**src/rtl/cmp_pkg.sv**
```systemverilog
package cmp_pkg;

    localparam int unsigned DATA_W    = 32;
    localparam int unsigned INSTR_W   = 16;
    localparam int unsigned OPSEL_W   = 8;
    localparam int unsigned RPT_W     = 8;
    localparam logic [OPSEL_W-1:0] CMP_OPCODE = 8'h0F;

    // arithmetic result of one compare
    typedef struct packed {
        logic neg;
        logic zero;
        logic nobrw;
    } cmp_res_t;

    // architectural status bits held by the unit
    typedef struct packed {
        logic neg;
        logic zero;
        logic nobrw;
        logic ovf;
    } stat_t;

    localparam stat_t STAT_RESET = '{neg: 1'b0, zero: 1'b0, nobrw: 1'b0, ovf: 1'b0};

    // unsigned greater-than from no-borrow and zero
    function automatic logic higher_of(input cmp_res_t r);
        return r.nobrw & ~r.zero;
    endfunction

endpackage

```
**src/rtl/cmp_decode.sv**
```systemverilog
module cmp_decode
    import cmp_pkg::*;
#(
    parameter int unsigned SEL_W = OPSEL_W,
    parameter logic [SEL_W-1:0] MATCH = CMP_OPCODE
) (
    input  logic             issue_valid,
    input  logic [SEL_W-1:0] opc_sel,
    output logic             fire
);
    always_comb begin
        fire = issue_valid && (opc_sel == MATCH);
    end
endmodule

```
**src/rtl/cmp_diff.sv**
```systemverilog
module cmp_diff
    import cmp_pkg::*;
#(
    parameter int unsigned W = DATA_W
) (
    input  logic [W-1:0] lhs,
    input  logic [W-1:0] rhs,
    output cmp_res_t     res
);
    localparam int unsigned XW = W + 1;

    logic [XW-1:0] diff_signed;
    logic [XW-1:0] diff_unsigned;

    always_comb begin
        // one extra bit makes the sign exact: no wrap possible
        diff_signed   = {lhs[W-1], lhs} - {rhs[W-1], rhs};
        diff_unsigned = {1'b0, lhs} - {1'b0, rhs};
        res.neg   = diff_signed[XW-1];
        res.zero  = ~|diff_unsigned[W-1:0];
        res.nobrw = ~diff_unsigned[XW-1];
    end
endmodule

```
**src/rtl/cmp_status.sv**
```systemverilog
module cmp_status
    import cmp_pkg::*;
(
    input  logic     clk,
    input  logic     rst,
    input  logic     fire,
    input  cmp_res_t res,
    input  logic     ovf_wr,
    input  logic     ovf_wdata,
    output stat_t    stat,
    output logic     higher,
    output logic     done
);
    localparam int unsigned NFLAG = 3;

    logic [NFLAG-1:0] res_bits;
    logic [NFLAG-1:0] flag_q;

    assign res_bits = {res.neg, res.zero, res.nobrw};

    genvar gi;
    generate
        for (gi = 0; gi < NFLAG; gi++) begin : g_flag
            always_ff @(posedge clk) begin
                if (rst)       flag_q[gi] <= 1'b0;
                else if (fire) flag_q[gi] <= res_bits[gi];
            end
        end
    endgenerate

    always_ff @(posedge clk) begin
        if (rst) begin
            stat.ovf <= STAT_RESET.ovf;
            higher   <= 1'b0;
            done     <= 1'b0;
        end else begin
            done <= fire;
            if (fire)   higher   <= higher_of(res);
            if (ovf_wr) stat.ovf <= ovf_wdata;
        end
    end

    always_comb begin
        stat.neg   = flag_q[2];
        stat.zero  = flag_q[1];
        stat.nobrw = flag_q[0];
    end

    // no recognised compare, arithmetic flags hold
    a_r7_hold_flags: assert property (@(posedge clk) disable iff (rst)
        !fire |=> $stable(stat.neg) && $stable(stat.zero) && $stable(stat.nobrw) && $stable(higher));

    // overflow untouched unless its own write strobe
    a_r8_ovf_keep: assert property (@(posedge clk) disable iff (rst)
        !ovf_wr |=> $stable(stat.ovf));

    // completion pulse only follows an issue
    a_r6_done_pulse: assert property (@(posedge clk) disable iff (rst)
        fire |=> done);
    a_r6_done_quiet: assert property (@(posedge clk) disable iff (rst)
        !fire |=> !done);
endmodule

```
**src/rtl/cmp_repeat.sv**
```systemverilog
module cmp_repeat
    import cmp_pkg::*;
#(
    parameter int unsigned W = RPT_W
) (
    input  logic         clk,
    input  logic         rst,
    input  logic         fire,
    input  logic         load,
    input  logic [W-1:0] value,
    output logic [W-1:0] count
);
    always_ff @(posedge clk) begin
        if (rst)       count <= '0;
        else if (fire) count <= '0;
        else if (load) count <= value;
    end

    // compare cancels any pending repeat, even a same-cycle load
    a_r9_cancel: assert property (@(posedge clk) disable iff (rst)
        fire |=> count == '0);
    a_r9_hold: assert property (@(posedge clk) disable iff (rst)
        !fire && !load |=> $stable(count));
endmodule

```
**src/rtl/cmp_flag_unit.sv**
```systemverilog
module cmp_flag_unit
    import cmp_pkg::*;
#(
    parameter int unsigned DW  = DATA_W,
    parameter int unsigned IW  = INSTR_W,
    parameter int unsigned SW  = OPSEL_W,
    parameter int unsigned RW  = RPT_W,
    parameter logic [SW-1:0] OPC = CMP_OPCODE
) (
    input  logic          clk,
    input  logic          rst,
    input  logic          issue_valid,
    input  logic [IW-1:0] instr_word,
    input  logic [DW-1:0] acc_val,
    input  logic [DW-1:0] opnd_val,
    input  logic          ovf_wr,
    input  logic          ovf_wdata,
    input  logic          rpt_load,
    input  logic [RW-1:0] rpt_value,
    output logic          flag_n,
    output logic          flag_z,
    output logic          flag_c,
    output logic          flag_v,
    output logic          cond_hi,
    output logic          cmp_done,
    output logic [RW-1:0] rpt_count,
    output logic          acc_we,
    output logic          mem_we
);
    localparam int unsigned SEL_LSB = IW - SW;

    logic     fire;
    cmp_res_t res;
    stat_t    stat;

    cmp_decode #(.SEL_W(SW), .MATCH(OPC)) u_decode (
        .issue_valid (issue_valid),
        .opc_sel     (instr_word[IW-1:SEL_LSB]),
        .fire        (fire)
    );

    cmp_diff #(.W(DW)) u_diff (
        .lhs (acc_val),
        .rhs (opnd_val),
        .res (res)
    );

    cmp_status u_status (
        .clk       (clk),
        .rst       (rst),
        .fire      (fire),
        .res       (res),
        .ovf_wr    (ovf_wr),
        .ovf_wdata (ovf_wdata),
        .stat      (stat),
        .higher    (cond_hi),
        .done      (cmp_done)
    );

    cmp_repeat #(.W(RW)) u_repeat (
        .clk   (clk),
        .rst   (rst),
        .fire  (fire),
        .load  (rpt_load),
        .value (rpt_value),
        .count (rpt_count)
    );

    assign flag_n = stat.neg;
    assign flag_z = stat.zero;
    assign flag_c = stat.nobrw;
    assign flag_v = stat.ovf;
    // compare produces flags only: no write path
    assign acc_we = 1'b0;
    assign mem_we = 1'b0;

    // sign of the exact difference
    a_r2_exact_sign: assert property (@(posedge clk) disable iff (rst)
        fire |=> flag_n == ($signed($past(acc_val)) < $signed($past(opnd_val))));

    // equality
    a_r3_equal: assert property (@(posedge clk) disable iff (rst)
        fire |=> flag_z == ($past(acc_val) == $past(opnd_val)));

    // carry is no-borrow
    a_r4_no_borrow: assert property (@(posedge clk) disable iff (rst)
        fire |=> flag_c == ($past(acc_val) >= $past(opnd_val)));

    // higher is unsigned greater-than
    a_r5_higher: assert property (@(posedge clk) disable iff (rst)
        fire |=> cond_hi == ($past(acc_val) > $past(opnd_val)));
endmodule

```
**config.mk**
```make
export PLATFORM = sky130hd
export DESIGN_NAME = cmp_flag_unit
export DESIGN_NICKNAME = d
export VERILOG_FILES = /design/src/rtl/cmp_pkg.sv /design/src/rtl/cmp_decode.sv /design/src/rtl/cmp_diff.sv /design/src/rtl/cmp_status.sv /design/src/rtl/cmp_repeat.sv /design/src/rtl/cmp_flag_unit.sv
export SDC_FILE = /design/constraint.sdc
export NUM_CORES = 1
export LEC_CHECK = 0
export BUFFER_PORTS_ARGS = -buffer_cell sky130_fd_sc_hd__buf_2
export CORE_AREA = 4 4 103 105
export CTS_BUF_LIST = sky130_fd_sc_hd__clkbuf_8
export DETAILED_ROUTE_END_ITERATION = 8
export DIE_AREA = 0 0 107 109
export REMOVE_ABC_BUFFERS = 1
export SLEW_MARGIN = 20
export SYNTH_ARGS = -nofsm -noshare
export SYNTH_HDL_FRONTEND = slang
export SYNTH_SLANG_ARGS = --single-unit
```
**constraint.sdc**
```tcl
create_clock -name clk -period 3.5 [get_ports clk]
set_clock_uncertainty 0.2 [all_clocks]
set_input_delay 0.35 -clock clk [delete_from_list [all_inputs] [get_ports clk]]
set_output_delay 0.35 -clock clk [all_outputs]
set_load 0.01 [all_outputs]
```
# After elaboration in Yosys (flattened, before gate mapping)
# Cells that the tools add are included.
[word_totals]
regBits = 14
input_bits = 94
out_inout_bits = 16
elab_cells = 16
[op_classes]
addsub = 2
n_eq_ne = 1
bitwise = 2
n_reduce_logical = 4
[ops]
columns = ["op", "count"]
rows = [
  ["$sub 32x32->33", 2],
  ["$reduce_or 32->1", 1],
  ["$eq 8x4->1 const B", 1],
  ["$reduce_or 2->1", 1],
  ["$and 1x1->1", 1],
  ["$logic_and 1x1->1", 1],
  ["$logic_not 1->1", 1],
  ["$not 1->1", 1],
]

# Depth between registers and ports, before layout
[logic_depth]
word_depth = 3
ltp_mapped = 13

# Cells and area by module
# From an unflattened synthesis, not the netlist that was laid out.
[hier_totals]
cells_unflattened = 376
area_unflattened_um2 = 2717.6
[modules_own_cells]
columns = ["mod", "n_inst", "cells_each", "area_per_inst_um2", "seq_area_each_um2"]
rows = [
  ["cmp_diff", 1, 324, 2163.3, 0.0],
  ["cmp_repeat", 1, 27, 295.3, 160.2],
  ["cmp_status", 1, 19, 211.5, 120.1],
  ["cmp_decode", 1, 3, 28.8, 0.0],
  ["cmp_flag_unit", 1, 3, 18.8, 0.0],
]

# Least setup slack after synthesis
# Ideal clock, no wire load.
[synth_timing]
path_type = "input to register"
from = "input port acc_val[0]"
to = "register u_status.higher"
t_arrival_ps = 3220
t_required_ps = 3168
setup_slack_ps = -52
stages = 12
cell_sequence = "inv_1 > ha_1 > fa_1 > nand2b_1 > a21o_1 > a211o_1 > a21o_1 > and3_1 > or4_1 > or4_1 > nor4_2 > o22ai_1"
[synth_between]
elab_chain_cells = 3
[synth_lines]
columns = ["element", "line_no", "source"]
rows = [
  ["start, declared", "cmp_flag_unit.sv:14", "input logic [DW-1:0] acc_val,"],
  ["$sub 32x32->33 *", "cmp_diff.sv:18", "diff_unsigned = {1'b0, lhs} - {1'b0, rhs};"],
  ["$reduce_or 32->1 or $not 1->1 (tied branches)", "cmp_diff.sv:20, cmp_diff.sv:21", ""],
  ["$and 1x1->1 *", "cmp_pkg.sv:28", "return r.nobrw & ~r.zero;"],
  ["end signal, assigned", "cmp_status.sv:38", "if (fire) higher <= higher_of(res);"],
  ["end, declared", "cmp_status.sv:11", "output logic higher,"],
]
# Every way passes the cells marked *; elsewhere a longest branch is shown, timed or not.
# A chain may end at the register's enable or synchronous reset.

# Worst setup path in the final report
# Ends and elaborated chain as after synthesis.

==> impl_results.md <==
- CP Buf/Inv Count: 2
- Mapped Area: between 2000 and 3000 µm²
- Initial core utilization: 0.295
- Die width: about 110 µm
- Die height: about 110 µm
- Crit path launch type: input pin
- Root Driver: clkbuf_8
- CTS Hold Bufs: 0
- Dpl hpwl: 7520 µm
- GRT overflow: 0
- Max stage delay on crit path: 0.51 ns
- Pwr per Cell Area: 222 nW/µm²
- Max-slew violations: 0
- Critical path data required time: 3.41 ns
- Min-delay worst type: in2reg
- Htree depth: 1
- Initial antenna violation count: 0
- Final #Nets: 679
- Setup ws final: between 0.1 and 0.15 ns
- Most used cell, CP: a21o_1
- Critical path arrival: 3.28 ns
- CTS Buffer Depth: 2
- CP max FO: 3
- R2R Path Start: u_status.stat[2]
- Detail Route Antenna Nets: 0
- Mapped Cells: 406
- HP Start: ovf_wdata
- Max-cap viol count: 0
- Top area cells in the synthesized netlist: ha_1 (14%), dfxtp_1 (9.9%), a21oi_1 (5.8%)
- Synth async-reset ratio: 0
- Vias: 3435
- R2R Setup Slk: 2.62 ns
- Final min period: 3.37 ns
- Commonest non-fill, non-tap cell in the layout: buf_2
- IO Port Bufs: 99
- Vias in the first global route: 3282
- Synthesized area per cell: 6.99 µm²
- Drc violations: 0
- YS warnings: 0
- Sequential element share of the synthesized area: 0.0987
- Final wirelength: 8600 µm
- Clk sinks: 14
- GP Congestion: between 0.8 and 0.9
- Post-synthesis cell type count: 70
- Clock transition at path regs: 0.05 ns
- Iteration count of the initial detailed-routing pass: 4
- Relative slew slack: 0.554
- Worst VDD drop: 0.129 mV
- Row Count: 36
- Layout area overhead: 39.3%
- # diodes: 0
- Period utilization: 0.962
- RSZ-0062 raised after global routing: true
- Final hold vios: 0
- Setup CP Type: in2reg
- WHS Endpoint: u_status.stat[0]
- Synth Register Bits: 14
- Placement Setup Slack: -0.379 ns
- CP Capture Type: flop
- CTS tree: done
- Multi-input logic area: 2350 µm²
- Routed WL per cell: ~13 µm
- Critical path, cell by cell: buf_6, inv_4, ha_4, fa_2, nand2b_4, a21o_1, a211o_1, a21o_1, and3_1, or4_1, or4_4, nor4_4, o22ai_1
- Hold Crit Depth: 3
- Most frequent cells in the layout: buf_2 (97), buf_4 (60), inv_1 (40)
- Largest net degree at the start of global routing: 11
- LEAKAGE: ~2.0 nW
- Total Die Area: 11700 µm²
- Share of layout cells above drive strength 1: 0.347
- Largest delay share family, worst path: simple AND/OR/NAND/NOR gates
- R2r endpoint: u_status.stat[2]
- Biggest area consumer among synthesized cells: ha_1
- Number of synthesized flops with an enable pin: 0
- Fill cells: slightly above 1000
- First-pass GRT wire length: 14300 µm
- Top Ports: 110
- Register area: 280 µm²
- TNS Setup: 0 ns
- Max Clock Freq: 297 MHz
- Placeable Area: 9640 µm²
- Critical-path top delay cell: or4_4
- Post-synth top flop: dfxtp_1
- Vias/cell: 5.03
- Initial DRC Count: between 100 and 150
- Total CTS buffers: 3
- Worst skew pair latency: 0.23 ns
- Tightest Pin Transition: 0.652 ns
- Final setup fails: 0
- Total track usage: 0.142
- FF-to-FF path depth: 2
- Synth top area share: 0.141
- Outcome: completed
[worst reg2reg max path, stage by stage (launching register included)]
cell and delay [ns]:
dfxtp_1 0.30, nor3b_1 0.13, a21o_1 0.14
[sequential cells by signal, summed over array words and instances, names as in the netlist]
register / count
u_repeat.count: 8
u_status.done: 1
u_status.stat: 4
u_status.higher: 1
[cells by family (layout without fill, tap and decap cells)]
logic type | Yosys count | after routing | share of synthesized area
xor+xnor | 12 | 12 | 0.0370
compound gates | 132 | 132 | 0.316
fa+ha+maj | 33 | 33 | 0.148
other cells | 1 | 2 | 0.00132
simple gates | 138 | 138 | 0.251
buf+inv | 60 | 203 | 0.0908
mux | 16 | 16 | 0.0573
flops | 14 | 14 | 0.0987
[repair_timing]
action                                  in CTS  in global routing
endpoints found under the setup margin       2                  2
resized for setup                            3                 11
buffers inserted                             1                  3
pin swaps                                    3                 10
hold endpoints to repair                     0                  0
[power breakdown]
part           internal [W]  switching [W]  leakage (nW)
combinational      0.000286       0.000306          1.87
clock             0.0000753      0.0000437        0.0216
sequential         0.000166     0.00000288         0.115
total              0.000527       0.000352          2.01
[synthesized netlist by cell type (5+ instances only)]
| library cell | n |
|---|---|
| a211oi_1 | 5 |
| a21o_1 | 11 |
| a21oi_1 | 33 |
| and2_1 | 5 |
| and3_1 | 8 |
| clkbuf_1 | 10 |
| dfxtp_1 | 14 |
| ha_1 | 32 |
| inv_1 | 41 |
| mux2i_1 | 14 |
| nand2_1 | 30 |
| nand3_1 | 7 |
| nand4_1 | 12 |
| nor2_1 | 39 |
| nor2b_1 | 6 |
| nor3_1 | 7 |
| o211ai_1 | 8 |
| o21a_1 | 5 |
| o21ai_0 | 21 |
| o22ai_1 | 6 |
| xnor2_1 | 7 |
| xor2_1 | 5 |
[per-stage QoR]
| step | util | total power, W | hold WS (ns) | cells | instance area [µm²] |
|---|---|---|---|---|---|
| after global routing | 0.410 | 0.000963 | 0.170 | 683 | 3960 |
| final | 0.410 | 0.000880 | 0.153 | 683 | 3960 |
| after detailed placement | 0.396 | 0.000743 | 0.272 | 676 | 3820 |
| after CTS | 0.403 | 0.000871 | 0.153 | 680 | 3880 |
| after floorplan | - | 0.000523 | 0.222 | 388 | 2740 |
| after global placement | 0.396 | 0.000733 | 0.260 | 676 | 3820 |
[worst max-delay path by stage]
stage,startpoint,end,cells after the start
after floorplan,acc_val[0],u_status.higher,12
after detailed placement,acc_val[0],u_status.higher,13
after global placement,acc_val[0],u_status.higher,13
after CTS,acc_val[0],u_status.higher,13
after global routing,acc_val[0],u_status.higher,13
final,acc_val[0],u_status.higher,13
[per-layer routing]
layer / GRT usage / vias to the layer above / routed length (µm)
met1: 0.187 / 1567 / 3870
met5: 0 / - / 0
met2: 0.260 / 91 / 4270
li1: - / 1773 / -
met4: 0.0183 / 0 / 35
met3: 0.0112 / 4 / 424
[cell type report]
type                       instances  area share
sequential                        14      0.0709
timing repair buffer             159       0.242
multi-input combinational        333       0.595
tap                              133      0.0421
inverter                          41      0.0395
clock buffer                       3      0.0104
(Power assumes the default switching activity.)
